<file path="config.mk">
export PLATFORM = sky130hd
export DESIGN_NAME = tmr3_unit
export DESIGN_NICKNAME = d
export VERILOG_FILES = /design/src/rtl/tmr3_pkg.sv /design/src/rtl/tmr3_chan.sv /design/src/rtl/tmr3_capture.sv /design/src/rtl/tmr3_prio.sv /design/src/rtl/tmr3_unit.sv
export SDC_FILE = /design/constraint.sdc
export NUM_CORES = 1
export LEC_CHECK = 0
export ABC_AREA = 1
export BUFFER_PORTS_ARGS = -buffer_cell sky130_fd_sc_hd__buf_2
export CAP_MARGIN = 20
export CORE_AREA = 10 10 200 202
export CTS_CLUSTER_DIAMETER = 120
export DETAILED_ROUTE_END_ITERATION = 6
export DIE_AREA = 0 0 210 212
export SETUP_SLACK_MARGIN = 0.15
export SLEW_MARGIN = 40
export SYNTH_ARGS = -nofsm -noshare
export SYNTH_HDL_FRONTEND = slang
export SYNTH_HIERARCHICAL = 1
export SYNTH_SLANG_ARGS = --single-unit
export TNS_END_PERCENT = 1
</file>
<file path="constraint.sdc">
create_clock -name clk -period 2.1 [get_ports clk]
set_input_delay 0.105 -clock clk [delete_from_list [all_inputs] [get_ports clk]]
set_output_delay 0.105 -clock clk [all_outputs]
set_load 0.005 [all_outputs]
</file>
<file path="src/rtl/tmr3_pkg.sv">
package tmr3_pkg;

    // register layout
    localparam int REG_START  = 0;
    localparam int CH_BASE    = 1;
    localparam int CH_STRIDE  = 3;
    localparam int OFS_CNT    = 0;
    localparam int OFS_RLD    = 1;
    localparam int OFS_CTL    = 2;
    localparam int REG_CAPVAL = 10;
    localparam int REG_CAPCTL = 11;

    // control word bit positions
    localparam int CTL_FLAG = 0;
    localparam int CTL_IEN  = 1;

    // interrupt source ranking, lowest code is most urgent
    typedef enum logic [1:0] {
        SRC_UF0 = 2'd0,
        SRC_UF1 = 2'd1,
        SRC_UF2 = 2'd2,
        SRC_CAP = 2'd3
    } tmr3_src_e;

endpackage

</file>
<file path="src/rtl/tmr3_chan.sv">
module tmr3_chan
    import tmr3_pkg::*;
#(
    parameter int                CNT_W    = 32,
    parameter logic [CNT_W-1:0]  CNT_INIT = '1
) (
    input  logic             clk,
    input  logic             rst_n,
    input  logic             run,
    input  logic             tick,
    input  logic             wr_cnt,
    input  logic             wr_rld,
    input  logic             wr_ctl,
    input  logic [CNT_W-1:0] wdata,
    output logic [CNT_W-1:0] cnt_o,
    output logic [CNT_W-1:0] rld_o,
    output logic             flag_o,
    output logic             ien_o
);

    typedef struct packed {
        logic [CNT_W-1:0] cnt;
        logic [CNT_W-1:0] rld;
        logic             flag;
        logic             ien;
    } chan_st_t;

    chan_st_t s_d, s_q;
    logic     dec;
    logic     uflow;

    always_comb begin
        s_d   = s_q;
        dec   = run & tick;
        uflow = dec && (s_q.cnt == '0);

        if (dec) begin
            s_d.cnt = uflow ? s_q.rld : s_q.cnt - 1'b1;
        end else if (wr_cnt && !run) begin
            s_d.cnt = wdata;
        end

        if (wr_rld && !run) begin
            s_d.rld = wdata;
        end

        if (wr_ctl) begin
            s_d.ien = wdata[CTL_IEN];
            if (!wdata[CTL_FLAG]) begin
                s_d.flag = 1'b0;
            end
        end

        if (uflow) begin
            s_d.flag = 1'b1;
        end
    end

    always_ff @(posedge clk) begin
        if (!rst_n) begin
            s_q.cnt  <= CNT_INIT;
            s_q.rld  <= CNT_INIT;
            s_q.flag <= 1'b0;
            s_q.ien  <= 1'b0;
        end else begin
            s_q <= s_d;
        end
    end

    assign cnt_o  = s_q.cnt;
    assign rld_o  = s_q.rld;
    assign flag_o = s_q.flag;
    assign ien_o  = s_q.ien;

    AST_DECREMENT_STEP: assert property (@(posedge clk) disable iff (!rst_n)
        (run && tick && s_q.cnt != '0) |=> (s_q.cnt == $past(s_q.cnt) - 1'b1));

    AST_RUNNING_HOLDS: assert property (@(posedge clk) disable iff (!rst_n)
        (run && !tick) |=> ($stable(s_q.cnt) && $stable(s_q.rld)));

    AST_UNDERFLOW_RELOAD: assert property (@(posedge clk) disable iff (!rst_n)
        (run && tick && s_q.cnt == '0) |=> (s_q.cnt == $past(s_q.rld) && s_q.flag));

    AST_SET_BEATS_CLEAR: assert property (@(posedge clk) disable iff (!rst_n)
        (uflow && wr_ctl) |=> s_q.flag);

endmodule

</file>
<file path="src/rtl/tmr3_capture.sv">
module tmr3_capture
    import tmr3_pkg::*;
#(
    parameter int CNT_W = 32
) (
    input  logic             clk,
    input  logic             rst_n,
    input  logic             cap_in,
    input  logic [CNT_W-1:0] cnt_src,
    input  logic             wr_ctl,
    input  logic [1:0]       ctl_wdata,
    output logic [CNT_W-1:0] cap_o,
    output logic             flag_o,
    output logic             ien_o
);

    typedef struct packed {
        logic [CNT_W-1:0] val;
        logic             prev;
        logic             flag;
        logic             ien;
    } cap_st_t;

    cap_st_t s_d, s_q;
    logic    rise;

    always_comb begin
        s_d      = s_q;
        rise     = cap_in & ~s_q.prev;
        s_d.prev = cap_in;

        if (rise) begin
            s_d.val = cnt_src;
        end

        if (wr_ctl) begin
            s_d.ien = ctl_wdata[CTL_IEN];
            if (!ctl_wdata[CTL_FLAG]) begin
                s_d.flag = 1'b0;
            end
        end

        if (rise) begin
            s_d.flag = 1'b1;
        end
    end

    always_ff @(posedge clk) begin
        if (!rst_n) begin
            s_q <= '0;
        end else begin
            s_q <= s_d;
        end
    end

    assign cap_o  = s_q.val;
    assign flag_o = s_q.flag;
    assign ien_o  = s_q.ien;

    AST_CAPTURE_LOADS: assert property (@(posedge clk) disable iff (!rst_n)
        rise |=> (s_q.flag && s_q.val == $past(cnt_src)));

    AST_CAPTURE_QUIET: assert property (@(posedge clk) disable iff (!rst_n)
        !rise |=> $stable(s_q.val));

endmodule

</file>
<file path="src/rtl/tmr3_prio.sv">
module tmr3_prio #(
    parameter int NSRC = 4,
    localparam int CODE_W = (NSRC > 1) ? $clog2(NSRC) : 1
) (
    input  logic              clk,
    input  logic              rst_n,
    input  logic [NSRC-1:0]   pend,
    output logic              req,
    output logic [CODE_W-1:0] code
);

    always_comb begin
        req  = 1'b0;
        code = '0;
        for (int i = NSRC - 1; i >= 0; i--) begin
            if (pend[i]) begin
                req  = 1'b1;
                code = CODE_W'(i);
            end
        end
    end

    AST_CODE_IS_PENDING: assert property (@(posedge clk) disable iff (!rst_n)
        req |-> pend[code]);

    AST_NOTHING_ABOVE: assert property (@(posedge clk) disable iff (!rst_n)
        req |-> ((pend & ((NSRC'(1) << code) - NSRC'(1))) == '0));

    AST_IDLE_CODE_ZERO: assert property (@(posedge clk) disable iff (!rst_n)
        (pend == '0) |-> (!req && code == '0));

endmodule

</file>
<file path="src/rtl/tmr3_unit.sv">
module tmr3_unit
    import tmr3_pkg::*;
#(
    parameter int               CNT_W    = 32,
    parameter int               ADDR_W   = 4,
    parameter logic [CNT_W-1:0] CNT_INIT = '1
) (
    input  logic              clk,
    input  logic              rst_n,
    input  logic              bus_wr,
    input  logic              bus_rd,
    input  logic [ADDR_W-1:0] bus_addr,
    input  logic [CNT_W-1:0]  bus_wdata,
    output logic [CNT_W-1:0]  bus_rdata,
    input  logic              cnt_tick,
    input  logic              cap_in,
    output logic              irq,
    output logic [1:0]        irq_code
);

    localparam int NCH    = 3;
    localparam int NSRC   = NCH + 1;
    localparam int CODE_W = $clog2(NSRC);
    localparam int CAP_CH = NCH - 1;

    typedef struct packed {
        logic [NCH-1:0]   start;
        logic [CNT_W-1:0] rdata;
    } top_st_t;

    top_st_t s_d, s_q;

    logic [CNT_W-1:0] ch_cnt [NCH];
    logic [CNT_W-1:0] ch_rld [NCH];
    logic [NCH-1:0]   ch_flag, ch_ien;
    logic [NCH-1:0]   wr_cnt, wr_rld, wr_ctl;

    logic [CNT_W-1:0] cap_val;
    logic             cap_flag, cap_ien, wr_capctl;

    logic [NSRC-1:0]   pend;
    logic [CODE_W-1:0] code;
    logic              req;

    // per-channel counters
    for (genvar g = 0; g < NCH; g++) begin : g_ch
        localparam int BASE = CH_BASE + g * CH_STRIDE;

        assign wr_cnt[g] = bus_wr && (bus_addr == ADDR_W'(BASE + OFS_CNT));
        assign wr_rld[g] = bus_wr && (bus_addr == ADDR_W'(BASE + OFS_RLD));
        assign wr_ctl[g] = bus_wr && (bus_addr == ADDR_W'(BASE + OFS_CTL));

        tmr3_chan #(
            .CNT_W    (CNT_W),
            .CNT_INIT (CNT_INIT)
        ) i_chan (
            .clk    (clk),
            .rst_n  (rst_n),
            .run    (s_q.start[g]),
            .tick   (cnt_tick),
            .wr_cnt (wr_cnt[g]),
            .wr_rld (wr_rld[g]),
            .wr_ctl (wr_ctl[g]),
            .wdata  (bus_wdata),
            .cnt_o  (ch_cnt[g]),
            .rld_o  (ch_rld[g]),
            .flag_o (ch_flag[g]),
            .ien_o  (ch_ien[g])
        );
    end

    // input capture on the last channel
    assign wr_capctl = bus_wr && (bus_addr == ADDR_W'(REG_CAPCTL));

    tmr3_capture #(
        .CNT_W (CNT_W)
    ) i_capture (
        .clk       (clk),
        .rst_n     (rst_n),
        .cap_in    (cap_in),
        .cnt_src   (ch_cnt[CAP_CH]),
        .wr_ctl    (wr_capctl),
        .ctl_wdata (bus_wdata[1:0]),
        .cap_o     (cap_val),
        .flag_o    (cap_flag),
        .ien_o     (cap_ien)
    );

    // interrupt merge, bit index equals rank
    assign pend = {cap_flag & cap_ien, ch_flag & ch_ien};

    tmr3_prio #(
        .NSRC (NSRC)
    ) i_prio (
        .clk   (clk),
        .rst_n (rst_n),
        .pend  (pend),
        .req   (req),
        .code  (code)
    );

    assign irq      = req;
    assign irq_code = code;

    // start register and read path
    always_comb begin
        logic [CNT_W-1:0] mux;

        s_d = s_q;
        mux = '0;

        if (bus_wr && bus_addr == ADDR_W'(REG_START)) begin
            s_d.start = bus_wdata[NCH-1:0];
        end

        if (bus_addr == ADDR_W'(REG_START)) begin
            mux = CNT_W'(s_q.start);
        end
        for (int i = 0; i < NCH; i++) begin
            if (bus_addr == ADDR_W'(CH_BASE + i * CH_STRIDE + OFS_CNT)) begin
                mux = ch_cnt[i];
            end
            if (bus_addr == ADDR_W'(CH_BASE + i * CH_STRIDE + OFS_RLD)) begin
                mux = ch_rld[i];
            end
            if (bus_addr == ADDR_W'(CH_BASE + i * CH_STRIDE + OFS_CTL)) begin
                mux = {{(CNT_W-2){1'b0}}, ch_ien[i], ch_flag[i]};
            end
        end
        if (bus_addr == ADDR_W'(REG_CAPVAL)) begin
            mux = cap_val;
        end
        if (bus_addr == ADDR_W'(REG_CAPCTL)) begin
            mux = {{(CNT_W-2){1'b0}}, cap_ien, cap_flag};
        end

        if (bus_rd) begin
            s_d.rdata = mux;
        end
    end

    always_ff @(posedge clk) begin
        if (!rst_n) begin
            s_q <= '0;
        end else begin
            s_q <= s_d;
        end
    end

    assign bus_rdata = s_q.rdata;

    AST_STOPPED_CH0_HOLDS: assert property (@(posedge clk) disable iff (!rst_n)
        (!s_q.start[0] && !wr_cnt[0]) |=> $stable(ch_cnt[0]));

    AST_READ_PRE_DECREMENT: assert property (@(posedge clk) disable iff (!rst_n)
        (bus_rd && bus_addr == ADDR_W'(CH_BASE + OFS_CNT)) |=> (bus_rdata == $past(ch_cnt[0])));

endmodule

</file>
**Word level (Yosys, flattened, before mapping)**

Index checks and enable logic that the tools add are counted.

- Input bits: 42
- Output and inout port bits: 35
- Word-level logic and storage cells: 119
- Register bits: 268

- Reductions and logical operators: 38
- Bitwise operators: 7
- Equal/unequal tests: 15
- $add $sub $neg: 3
- Muxes and demuxes: 38

Operators with widths:

| kind | count |
|---|---|
| 2-to-1 mux 32 bit | 20 |
| logical NOT 32 bit | 3 |
| subtractor 32 x 1 -> 32 bit (second input constant) | 3 |
| logical AND 1 bit | 20 |
| == test 4 x 3 -> 1 bit (second input constant) | 4 |
| == test 4 bit (second input constant) | 4 |
| 2-to-1 mux 2 bit | 8 |
| nonzero test 2 bit | 7 |
| 2-to-1 mux 1 bit | 9 |
| == test 4 x 2 -> 1 bit (second input constant) | 2 |
| != test 2 x 1 -> 1 bit (second input constant) | 4 |
| AND reduction 2 bit | 4 |
| AND 1 bit | 5 |
| == test 4 x 1 -> 1 bit (second input constant) | 1 |
| logical NOT 4 bit | 1 |
| AND 3 bit | 1 |
| logical NOT 1 bit | 3 |
| 2-to-1 mux 3 bit | 1 |
| NOT 1 bit | 1 |

**Logic depth before layout (Yosys ltp)**

Gate-level depths: netlist of run 1.

- Depth in word-level cells: 13
- Gate-level depth with buffers: 13
- Mapped depth without buffers: 13

**Modules after synthesis**

Netlist of run 1, hierarchy kept.

Modules (own cells, without submodules):

| module | seq. area each (µm²) | area an instance (µm²) | times used | cells an instance |
|---|---|---|---|---|
| tmr3_chan | 1,321.3 | 3,923.8 | 3 | 590 |
| tmr3_unit | 700.7 | 3,190.6 | 1 | 572 |
| tmr3_capture | 700.7 | 1,699.1 | 1 | 222 |
| tmr3_prio | 0.0 | 36.3 | 1 | 8 |

**Least setup slack after synthesis of run 1**

No wires, ideal clock.

- Kind: in2reg
- Start: input port bus_addr[2]
- End: register g_ch[0].i_chan.s_q (netlist bit g_ch[0].i_chan/cnt_o[21])
- Stages on the path: 12
- Setup slack: 0.325 ns
- Arrival: 1.647 ns
- Buffers on the path: 4
- Library setup time: 0.128 ns
- Data required time: 1.972 ns
- Cell sequence: nor2_1 > buf_2 > buf_2 > nand2_1 > nor2_1 > nand2_1 > inv_1 > nor2_1 > buf_2 > buf_2 > a221oi_1 > o21ai_1

- Longest elaborated chain between the ends: 4

RTL lines:

| item | RTL line | RTL |
|---|---|---|
| from (decl) | tmr3_unit.sv:12 | `input logic [ADDR_W-1:0] bus_addr,` |
| == test 4 x 1 -> 1 bit | tmr3_unit.sv:49 | `assign wr_cnt[g] = bus_wr && (bus_addr == ADDR_W'(BASE + OFS_CNT));` |
| logical AND 1 bit | tmr3_unit.sv:49 |  |
| named net wr_cnt[0] | tmr3_unit.sv:36 | `logic [NCH-1:0] wr_cnt, wr_rld, wr_ctl;` |
| logical AND 1 bit | tmr3_chan.sv:39 | `end else if (wr_cnt && !run) begin` |
| nonzero test 2 bit (no source line) | n/a |  |
| to (decl) | tmr3_chan.sv:28 | `chan_st_t s_d, s_q;` |

The timed path passes the listed nets, and every way through them passes these cells.
A chain may end at the register's enable or synchronous reset.

**Worst setup path after layout of run 1**

- Start: register g_ch[0].i_chan.s_q (netlist bit g_ch[0].i_chan/cnt_o[9])
- End: register g_ch[0].i_chan.s_q (netlist bit g_ch[0].i_chan/cnt_o[31])

- Longest elaborated chain between the ends: 4
- Elaborated cells between the ends (all ways): 5
- Classes of those cells: add/sub (1); mux (2); reduce/logical (2)

RTL lines:

| item | RTL line | RTL |
|---|---|---|
| branches (longest 2 deep; another with subtractor 32 x 1 -> 32 bit) | n/a |  |
| 2-to-1 mux 32 bit (*) | tmr3_chan.sv:38 | `s_d.cnt = uflow ? s_q.rld : s_q.cnt - 1'b1;` |
| 2-to-1 mux 32 bit (*) | tmr3_chan.sv:37 | `if (dec) begin` |

Every way passes the cells marked *.

==> flow_summary.yaml, run 1 <==
status:
  status: "complete, no violations"
floorplan:
  io_pins: 77
  core_mm2: 0.0361
  fp.dieW_um: 210
  placementRows: 70
  die_h_um: 212
  die_area_mm2: 0.0445
  start_util: 0.463
finish:
  drive_gt1_frac: 0.137
  area_growth_pct: 13.6
  num-nets-final: 2672
  num_antenna_cells: 0
  n_fill_cell: 3758
power_and_ir_drop:
  switching_share: 0.267
  p_switching_mw: 3.38
  power_density_mw_per_mm2: 669
  leakage_nw: 8.64
  peakVddDrop_v: 0.000758
  p_clk_frac: 0.463
  intPower_mw: 9.31
  report.power.total_mw: 12.7
  comb_power_share: 0.107
  p_seq_frac: 0.430
clock_tree:
  cts_tree: "built"
  clock_latency_ps: 540
  clockBufferDepth: 3
  cts_made_buffers: 34
  clk_pin_slew_ps: 60
  h-tree-depth: 2
  clock-root-buffer: "clkbuf_16"
  cts.sinks: 268
synthesis:
  syn_inst: 2572
  yosysSeqAreaShare: 0.321
  yosys_warnings: 6
  netlist_top_cells_count: "nand2_1 (783), nor2_1 (283), dfxtp_1 (268), inv_1 (221), nand3_1 (180)"
  syn-mean-instance-area_um2: 6.49
  synth_cell_type_count: 40
  synthMostInstantiatedCell: "nand2_1"
  netlist_area_mm2: 0.0167
  ys_ff_latch: 268
  synth_area_leaders: "dfxtp_1 (32%), nand2_1 (18%), nor2_1 (6.4%)"
  yosysTopAreaCell: "dfxtp_1"
  synth_edf_count: 0
  async_flop_share: 0
  syn-num-nets: 2617
  synth_top_area_frac: 0.321
  synthFlopType: "dfxtp_1"
timing:
  skew_ps: 13.5
  final.period_utilization: 0.935
  setup_viol: 0
  rsz0062_at_grt: "yes"
  maxSlewHeadroom: 0.573
  timing.setup.tns_ps: 0
  setup_slack_ps: 136
  post-route-min-period_ps: 1960
  fmax_ghz: 0.509
  hold_viol: 0
  worstMarginPinSlew_ps: 641
  drv_slew: 0
setup_path:
  cp.arrival_ps: 2400
  worstPathCellList: "buf_4 > nor2_1 > nand2_1 > nor2_1 > nand2_1 > o21ai_1 > nand3_1 > nand2_1 > nand2_1 > nand2_1 > nand2_1"
  r2r_setup_slack_ps: 140
  cp_max_fo: 4
  cp-start-kind: "flip-flop"
  setup.worst_path.end_class: "flip-flop"
  worstPathRequired_ps: 2540
  max_stage_delay_ps: 360
  criticalPathCategory: "reg -> reg"
  cpMostUsedCell: "nand2_1"
  worstPathBufferInverterCount: 1
  slowest_stage: "dfxtp_1"
  crit_family: "simple AND/OR/NAND/NOR gates"
global_routing:
  grt_pass1_wl_um: 94700
  grt_antenna_before_repair: 0
  grt.total_usage: 0.272
  grt_pass1_vias: 16100
  grt_max_degree: 88
  globalRouteOverflowTotal: 0
routing:
  routed-via-count: 17200
  drt-vias-per-instance: 5.52
  drt_iter0_markers: 1472
  wirelength_um: 62200
  ant_nets: 0
  drt_first_pass_iters: 5
  drcViolationCount: 0
  wl_per_cell_um: 19.9
place:
  dp_slack_ps: 107
  dp_hpwl_um: 45900
  port_buffers: 76
  place_congestion: 0.996
job:
  cap_violations: 0
worst_hold_path:
  min_path_type: "in -> reg"
==> stage by stage <==
stage	utilization	instance area, um^2	hold WS, ps	instances
after floorplan	-	16700	218	2572
after global placement	0.481	17400	450	3016
after detailed placement	0.481	17400	452	3016
after CTS	0.523	18900	3.88	3111
after global routing	0.526	19000	67.7	3117
final	0.526	19000	5.62	3117
==> logic make-up after synthesis <==
logic type / count (synthesis) / share of synthesized area
and+or+nand+nor: 1435 / 0.387
buffers and inverters: 429 / 0.123
AOI/OAI and AO/OA: 389 / 0.142
DFF: 268 / 0.321
xor gates and xnor gates: 48 / 0.0252
adders and majority gates: 3 / 0.00225
==> power groups by stage <==
| stage | sequential [mW] | combinational (mW) | clock, mW |
|---|---|---|---|
| global placement | 5.56 | 1.28 | 0 |
| global route | 5.48 | 1.50 | 6.14 |
| floorplan | 5.53 | 0.866 | 0 |
| finish | 5.46 | 1.36 | 5.87 |
| CTS | 5.45 | 1.35 | 6.00 |
| detailed placement | 5.56 | 1.30 | 0 |
==> path summary, 6_finish.rpt <==
check / startpoint / end / depth (start not counted)
setup / recovery: g_ch[0].i_chan/cnt_o[9] / g_ch[0].i_chan/cnt_o[31] / 11
hold / removal: bus_rd / bus_rdata[17] / 4
setup reg to reg: g_ch[0].i_chan/cnt_o[9] / g_ch[0].i_chan/cnt_o[31] / 11
hold reg to reg: bus_rdata[11] / bus_rdata[11] / 2
==> final cells by class <==
type / count / area [um^2] / area share
flip-flops and latches: 268 / 5370 / 0.283
multi-input cells: 1875 / 9330 / 0.492
well taps: 468 / 586 / 0.0309
clock inverters: 3 / 15.0 / 0.000792
inverters: 234 / 881 / 0.0464
clock buffers: 55 / 1090 / 0.0577
repair buffers: 214 / 1700 / 0.0894
==> worst min-delay path: stages <==
cell and delay (ps):
buf_2 90, inv_1 150, nand2_1 100, a21oi_1 50
==> sequential cells by signal (all words and copies together), names as in the netlist <==
register and count:
g_ch.i_chan/cnt_o 96, g_ch.i_chan/rld_o 96, bus_rdata 32, i_capture/cap_o 32, g_ch.i_chan/flag_o 3, g_ch.i_chan/ien_o 3
s_q 3, i_capture/flag_o 1, i_capture/ien_o 1, i_capture/s_q 1
==> cells in the final DEF (no fill, tap or decap), types with 21 or more instances in the layout <==
| master | n |
|---|---|
| dfxtp_1 | 268 |
| clkbuf_16 | 37 |
| nand2_1 | 783 |
| buf_4 | 88 |
| nand3b_1 | 35 |
| xnor2_1 | 21 |
| buf_2 | 75 |
| xor2_1 | 27 |
| nand4_1 | 48 |
| a221oi_1 | 39 |
| a21oi_1 | 82 |
| dlygate4sd3_1 | 34 |
| nand3_1 | 180 |
| o21ai_1 | 69 |
| nor2_2 | 29 |
| o21ai_0 | 108 |
| inv_1 | 220 |
| o211ai_1 | 57 |
| nor2_1 | 279 |
==> timing repair <==
item                                    4_1_cts  5_1_grt
setup buffers                                 3        6
pin swaps                                     1        2
gates cloned                                  0        0
hold buffers                                 34        0
gates resized for setup                       0        9
hold endpoints to repair                    165        0
endpoints found under the setup margin        7       88
==> per-layer routing <==
layer / track usage / wire, um
met5: 0 / 0
met1: 0.367 / 28500
met3: 0.0555 / 4570
met2: 0.409 / 26400
met4: 0.126 / 2690
Note: power is estimated with default switching activity, not from simulation.
==> run 2: changes to the inputs <==
--- a/config.mk
+++ b/config.mk
@@ -8,10 +8,13 @@
 export ABC_AREA = 1
 export BUFFER_PORTS_ARGS = -buffer_cell sky130_fd_sc_hd__buf_2
 export CAP_MARGIN = 20
-export CORE_AREA = 10 10 200 202
+export CELL_PAD_IN_SITES_DETAIL_PLACEMENT = 0
+export CELL_PAD_IN_SITES_GLOBAL_PLACEMENT = 1
+export CORE_AREA = 10 10 204 206
 export CTS_CLUSTER_DIAMETER = 120
 export DETAILED_ROUTE_END_ITERATION = 6
-export DIE_AREA = 0 0 210 212
+export DIE_AREA = 0 0 214 216
+export PLACE_DENSITY_LB_ADDON = 0.1
 export SETUP_SLACK_MARGIN = 0.15
 export SLEW_MARGIN = 40
 export SYNTH_ARGS = -nofsm -noshare
==> run 2 against run 1 <==
  * Hold slack gained 53 ps
  * Sequential cell count did not move
  * First-iteration DRC count increased by 1.1%
  * Fmax increased by 2.5%
  * Design area is 0.32% higher
  * Largest power group unchanged
  * Non-clock buffer count decreased by 5
==> flow_summary.yaml, run 2 (synthesis gave the netlist of run 1 again) <==
status:
  status: "complete, no violations"
setup_path:
  critical_path_depth: 9
  worstPathBufferInverterCount: 1
  worstPathCellList: "nor2_2 > nand2_1 > nor2_2 > nand3_4 > nor2_8 > buf_4 > o211ai_2 > nand2_1 > nand2_1"
  r2r_setup_slack_ps: 180
  rr_worst_depth: 9
  crit_end: "g_ch[0].i_chan/cnt_o[0]"
  cp_max_fo: 12
  cpMostUsedCell: "nand2_1"
  cp.arrival_ps: 2330
  setup.worst_path.end_class: "flip-flop"
  worst_r2r_endpoint: "g_ch[0].i_chan/cnt_o[0]"
  cp-start-kind: "flip-flop"
  slowest_stage: "dfxtp_1"
  rr_startpoint: "g_ch[0].i_chan/cnt_o[14]"
  criticalPathCategory: "reg -> reg"
  crit_family: "simple AND/OR/NAND/NOR gates"
  max_stage_delay_ps: 390
  startpoint: "g_ch[0].i_chan/cnt_o[14]"
  worstPathRequired_ps: 2510
place:
  port_buffers: 76
  dp_slack_ps: 95.1
  dp_hpwl_um: 46000
  place_congestion: 1.01
routing:
  drt-vias-per-instance: 5.49
  wirelength_um: 62700
  drt_first_pass_iters: 6
  routed-via-count: 17300
  wl_per_cell_um: 19.8
  drt_iter0_markers: 1488
  ant_nets: 0
  drcViolationCount: 0
floorplan:
  io_pins: 77
  die_area_mm2: 0.0462
  start_util: 0.446
  fp.dieW_um: 214
  core_mm2: 0.0374
  placementRows: 71
  die_h_um: 216
clock_tree:
  h-tree-depth: 2
  clock_latency_ps: 550
  clock-root-buffer: "clkbuf_16"
  cts_made_buffers: 34
  cts_tree: "built"
  clockBufferDepth: 3
  cts.sinks: 268
  clk_pin_slew_ps: 50
timing:
  drv_slew: 0
  post-route-min-period_ps: 1920
  skew_ps: 25.8
  rsz0062_at_grt: "yes"
  fmax_ghz: 0.522
  setup_slack_ps: 184
  setup_viol: 0
  timing.setup.tns_ps: 0
  worstMarginPinSlew_ps: 710
  maxSlewHeadroom: 0.526
  final.period_utilization: 0.912
  hold_viol: 0
power_and_ir_drop:
  report.power.total_mw: 12.9
  leakage_nw: 8.64
  p_clk_frac: 0.471
  p_seq_frac: 0.423
  intPower_mw: 9.52
  peakVddDrop_v: 0.000636
  p_switching_mw: 3.42
  switching_share: 0.264
  comb_power_share: 0.106
  power_density_mw_per_mm2: 680
global_routing:
  grt_max_degree: 66
  globalRouteOverflowTotal: 0
  grt.total_usage: 0.261
  grt_pass1_wl_um: 95500
  grt_antenna_before_repair: 0
  grt_pass1_vias: 16000
finish:
  mostFrequentLayoutCells: "nand2_1 (783), nor2_1 (276), dfxtp_1 (268), inv_1 (221), nand3_1 (180)"
  area_growth_pct: 14.0
  drive_gt1_frac: 0.136
  layout_commonest_cell: "nand2_1"
  num-nets-final: 2668
  num_antenna_cells: 0
job:
  cap_violations: 0
worst_hold_path:
  min_path_type: "in -> reg"
run 2: changes by cell type in the layout (fill, tap and decap cells not counted), sizes merged:
cell,delta
buf,-5
bufinv,+3
clkbuf,-3
dlygate4sd3,+1
inv,+1
nand2,+1
run 2: cell type report:
cell class,count,area (um^2)
Sequential cell,268,5370
Tap cell,511,639
Inverter,234,881
Clock buffer,53,1030
Multi-Input combinational cell,1876,9360
Fill cell,3847,18400
Clock inverter,7,114
Timing Repair Buffer,209,1640
run 2: repair_timing:
action / 4_1_cts / 5_1_grt
setup buffers: 4 / 1
cloned: 0 / 1
resized for setup: 0 / 13
hold buffers: 35 / 0
pin swaps: 2 / 2
endpoints found under the setup margin: 19 / 89
endpoints found under the hold margin: 155 / 0
run 2: worst reg2reg max path: cells and delay by family, from the launching register on:
family	cells	cell delay, ps
buf+inv	1	220
flops	1	390
simple gates	7	1090
compound gates	1	90
run 2: through the flow:
| step | util | instance area (um^2) | std cells | hold WS (ps) |
|---|---|---|---|---|
| 2_1_floorplan | - | 16700 | 2572 | 218 |
| 3_3_place_gp | 0.466 | 17400 | 3057 | 416 |
| 3_5_place_dp | 0.466 | 17400 | 3057 | 420 |
| 4_1_cts | 0.507 | 19000 | 3156 | 37.2 |
| 5_1_grt | 0.509 | 19000 | 3158 | 94.0 |
| 6_report | 0.509 | 19000 | 3158 | 58.4 |
run 2: metal layers:
layer,wire length [um],GRT usage
met5,0,0
met3,4580,0.0394
met2,27400,0.405
met4,2280,0.102
met1,28400,0.356
run 2: how the worst min path moves through the flow:
stage                 startpoint  depth (start not counted)  slack (ps)                      end
floorplan           bus_wdata[0]                          2         220  g_ch[0].i_chan/rld_o[0]
global placement           rst_n                          2         420  g_ch[2].i_chan/rld_o[6]
detailed placement         rst_n                          2         420  g_ch[2].i_chan/rld_o[6]
CTS                  bus_addr[2]                          6          40             bus_rdata[0]
global route         bus_addr[2]                          6          90             bus_rdata[0]
finish               bus_addr[2]                          6          60             bus_rdata[0]
run 2: power groups by stage:
| stage | logic (mW) | clock network (mW) | registers (mW) |
|---|---|---|---|
| after floorplan | 0.866 | 0 | 5.53 |
| after global placement | 1.30 | 0 | 5.57 |
| after detailed placement | 1.31 | 0 | 5.57 |
| after CTS | 1.37 | 6.22 | 5.46 |
| after global routing | 1.51 | 6.38 | 5.49 |
| final | 1.37 | 6.09 | 5.46 |
==> run 3: changes to the inputs <==
--- a/config.mk
+++ b/config.mk
@@ -15,6 +15,7 @@
 export DETAILED_ROUTE_END_ITERATION = 6
 export DIE_AREA = 0 0 214 216
 export PLACE_DENSITY_LB_ADDON = 0.1
+export REMOVE_ABC_BUFFERS = 1
 export SETUP_SLACK_MARGIN = 0.15
 export SLEW_MARGIN = 40
 export SYNTH_ARGS = -nofsm -noshare
==> run 3 against run 2 <==
  * The run now ends with DRC left
  * Count of clock-buffer cells in the layout down 5
  * Clock skew shrank 6.4 ps
  * Design area decreased by 1.2%
  * Utilization decreased by 0.62 points
  * Hold slack got worse by 6.4 ps
  * Sequential power is essentially flat
  * Combinational power hardly changed
  * Die area stayed put
  * Total power is 4.3% lower
  * Sequential share of layout area increased by 0.35 points
  * First-iteration DRC count shrank 3.4%
  * Non-clock buffer count shrank 22
  * Largest cell class unchanged
==> flow_summary.yaml, run 3 (synthesis gave the netlist of run 1 again) <==
global_routing:
  grt_pass1_wl_um: 95200
  grt_max_degree: 95
  grt_antenna_before_repair: 0
  globalRouteOverflowTotal: 0
  grt_pass1_vias: 16000
  grt.total_usage: 0.259
setup_path:
  setup.worst_path.end_class: "flip-flop"
  worstPathRequired_ps: 2520
  crit_family: "simple AND/OR/NAND/NOR gates"
  criticalPathCategory: "reg -> reg"
  worstPathCellList: "nor2_1 > nand2_1 > nor2_1 > nand3_4 > nor2_8 > buf_4 > nor2_1 > nand2_1 > nand2_1 > nand2_1 > nand3_1"
  worstPathBufferInverterCount: 1
  cp-start-kind: "flip-flop"
  cp.arrival_ps: 2290
  cp_max_fo: 9
  r2r_setup_slack_ps: 230
  slowest_stage: "dfxtp_1"
  max_stage_delay_ps: 380
  cpMostUsedCell: "nand2_1"
floorplan:
  start_util: 0.446
  die_area_mm2: 0.0462
  core_mm2: 0.0374
  io_pins: 77
  fp.dieW_um: 214
  die_h_um: 216
  placementRows: 71
timing:
  fmax_ghz: 0.535
  drv_slew: 0
  setup_viol: 0
  rsz0062_at_grt: "yes"
  worstMarginPinSlew_ps: 644
  maxSlewHeadroom: 0.570
  final.period_utilization: 0.890
  hold_viol: 0
  post-route-min-period_ps: 1870
  skew_ps: 19.4
routing:
  dr_wl_met2_um: 26500
  drt_iter0_markers: 1438
  met1_length_um: 29000
  route.met3.wl_um: 3540
  wirelength_um: 61700
  drt_first_pass_iters: 7
  drt-vias-per-instance: 5.42
  routed-via-count: 16900
  wl_per_cell_um: 19.7
  top_layer: "met4"
  drcViolationCount: 2
  ant_nets: 0
power_and_ir_drop:
  peakVddDrop_v: 0.000435
  leakage_nw: 8.48
  report.power.total_mw: 12.4
  power_density_mw_per_mm2: 658
finish:
  n_fill_cell: 3917
  mostFrequentLayoutCells: "nand2_1 (779), nor2_1 (275), dfxtp_1 (267), inv_1 (216), nand3_1 (180)"
  num-nets-final: 2645
  final_area_mm2: 0.0188
  regArea_mm2: 0.00537
  num_antenna_cells: 0
  area_growth_pct: 12.6
  multi_input_area_mm2: 0.00940
  drive_gt1_frac: 0.130
  layout_commonest_cell: "nand2_1"
job:
  cap_violations: 0
place:
  placed_cell_area_mm2: 0.0173
  port_buffers: 76
  place_congestion: 0.952
  dp_hpwl_um: 44800
clock_tree:
  clockBufferDepth: 3
  clock-root-buffer: "clkbuf_16"
  clock_latency_ps: 550
  h-tree-depth: 2
  clk_pin_slew_ps: 60
  cts_tree: "built"
  cts_made_buffers: 34
  cts.sinks: 268
status:
  violations: "DRC"
  status: "complete, but fails checks"
worst_hold_path:
  min_path_type: "in -> reg"
-- run 3: cell type report --
type                            count  area share
Clock inverter                      5     0.00366
Tap cell                          511      0.0340
Sequential cell                   268       0.285
Clock buffer                       48      0.0502
Timing Repair Buffer              187      0.0797
Inverter                          234      0.0470
Multi-Input combinational cell   1875       0.500
-- run 3: timing repair --
action	CTS	global route
resized for setup	0	31
setup buffers	2	2
pin swaps	1	6
hold endpoints to repair	161	0
cloned	0	0
hold buffers	35	0
endpoints found under the setup margin	38	91
-- run 3: per-layer routing --
layer / track usage / vias to the layer above
li1: - / 8353
met2: 0.395 / 543
met1: 0.357 / 7932
met5: 0 / -
met3: 0.0350 / 111
met4: 0.116 / 0
-- run 3: worst min-delay path: stages --
cell and delay [ps]:
buf_2 100, nor2_1 100, nand3_1 90, nand2_1 50, nand2_1 50, a21oi_1 50
-- run 3: metrics by stage --
stage	hold slack (ps)	instances	setup slack (ps)	utilization	TNS, ps
global placement	448	3036	66.1	0.461	0
detailed placement	452	3036	25.5	0.461	0
global route	83.4	3128	105	0.503	0
CTS	28.6	3126	101	0.499	0
floorplan	174	2377	-1030	-	-74880
finish	52.0	3128	232	0.503	0
-- run 3: path summary, 6_finish.rpt --
kind                               to  depth (start not counted)                     start
max reg2reg  g_ch[0].i_chan/cnt_o[11]                         11  g_ch[0].i_chan/cnt_o[18]
min reg2reg             bus_rdata[27]                          2             bus_rdata[27]
max          g_ch[0].i_chan/cnt_o[11]                         11  g_ch[0].i_chan/cnt_o[18]
min                      bus_rdata[1]                          6               bus_addr[2]
-- run 3: where the power goes --
group | internal (mW) | leakage [nW] | switching [mW] | total (mW)
sequential | 5.29 | 2.19 | 0.183 | 5.48
clock | 3.24 | 0.494 | 2.33 | 5.56
combinational | 0.465 | 5.80 | 0.870 | 1.34
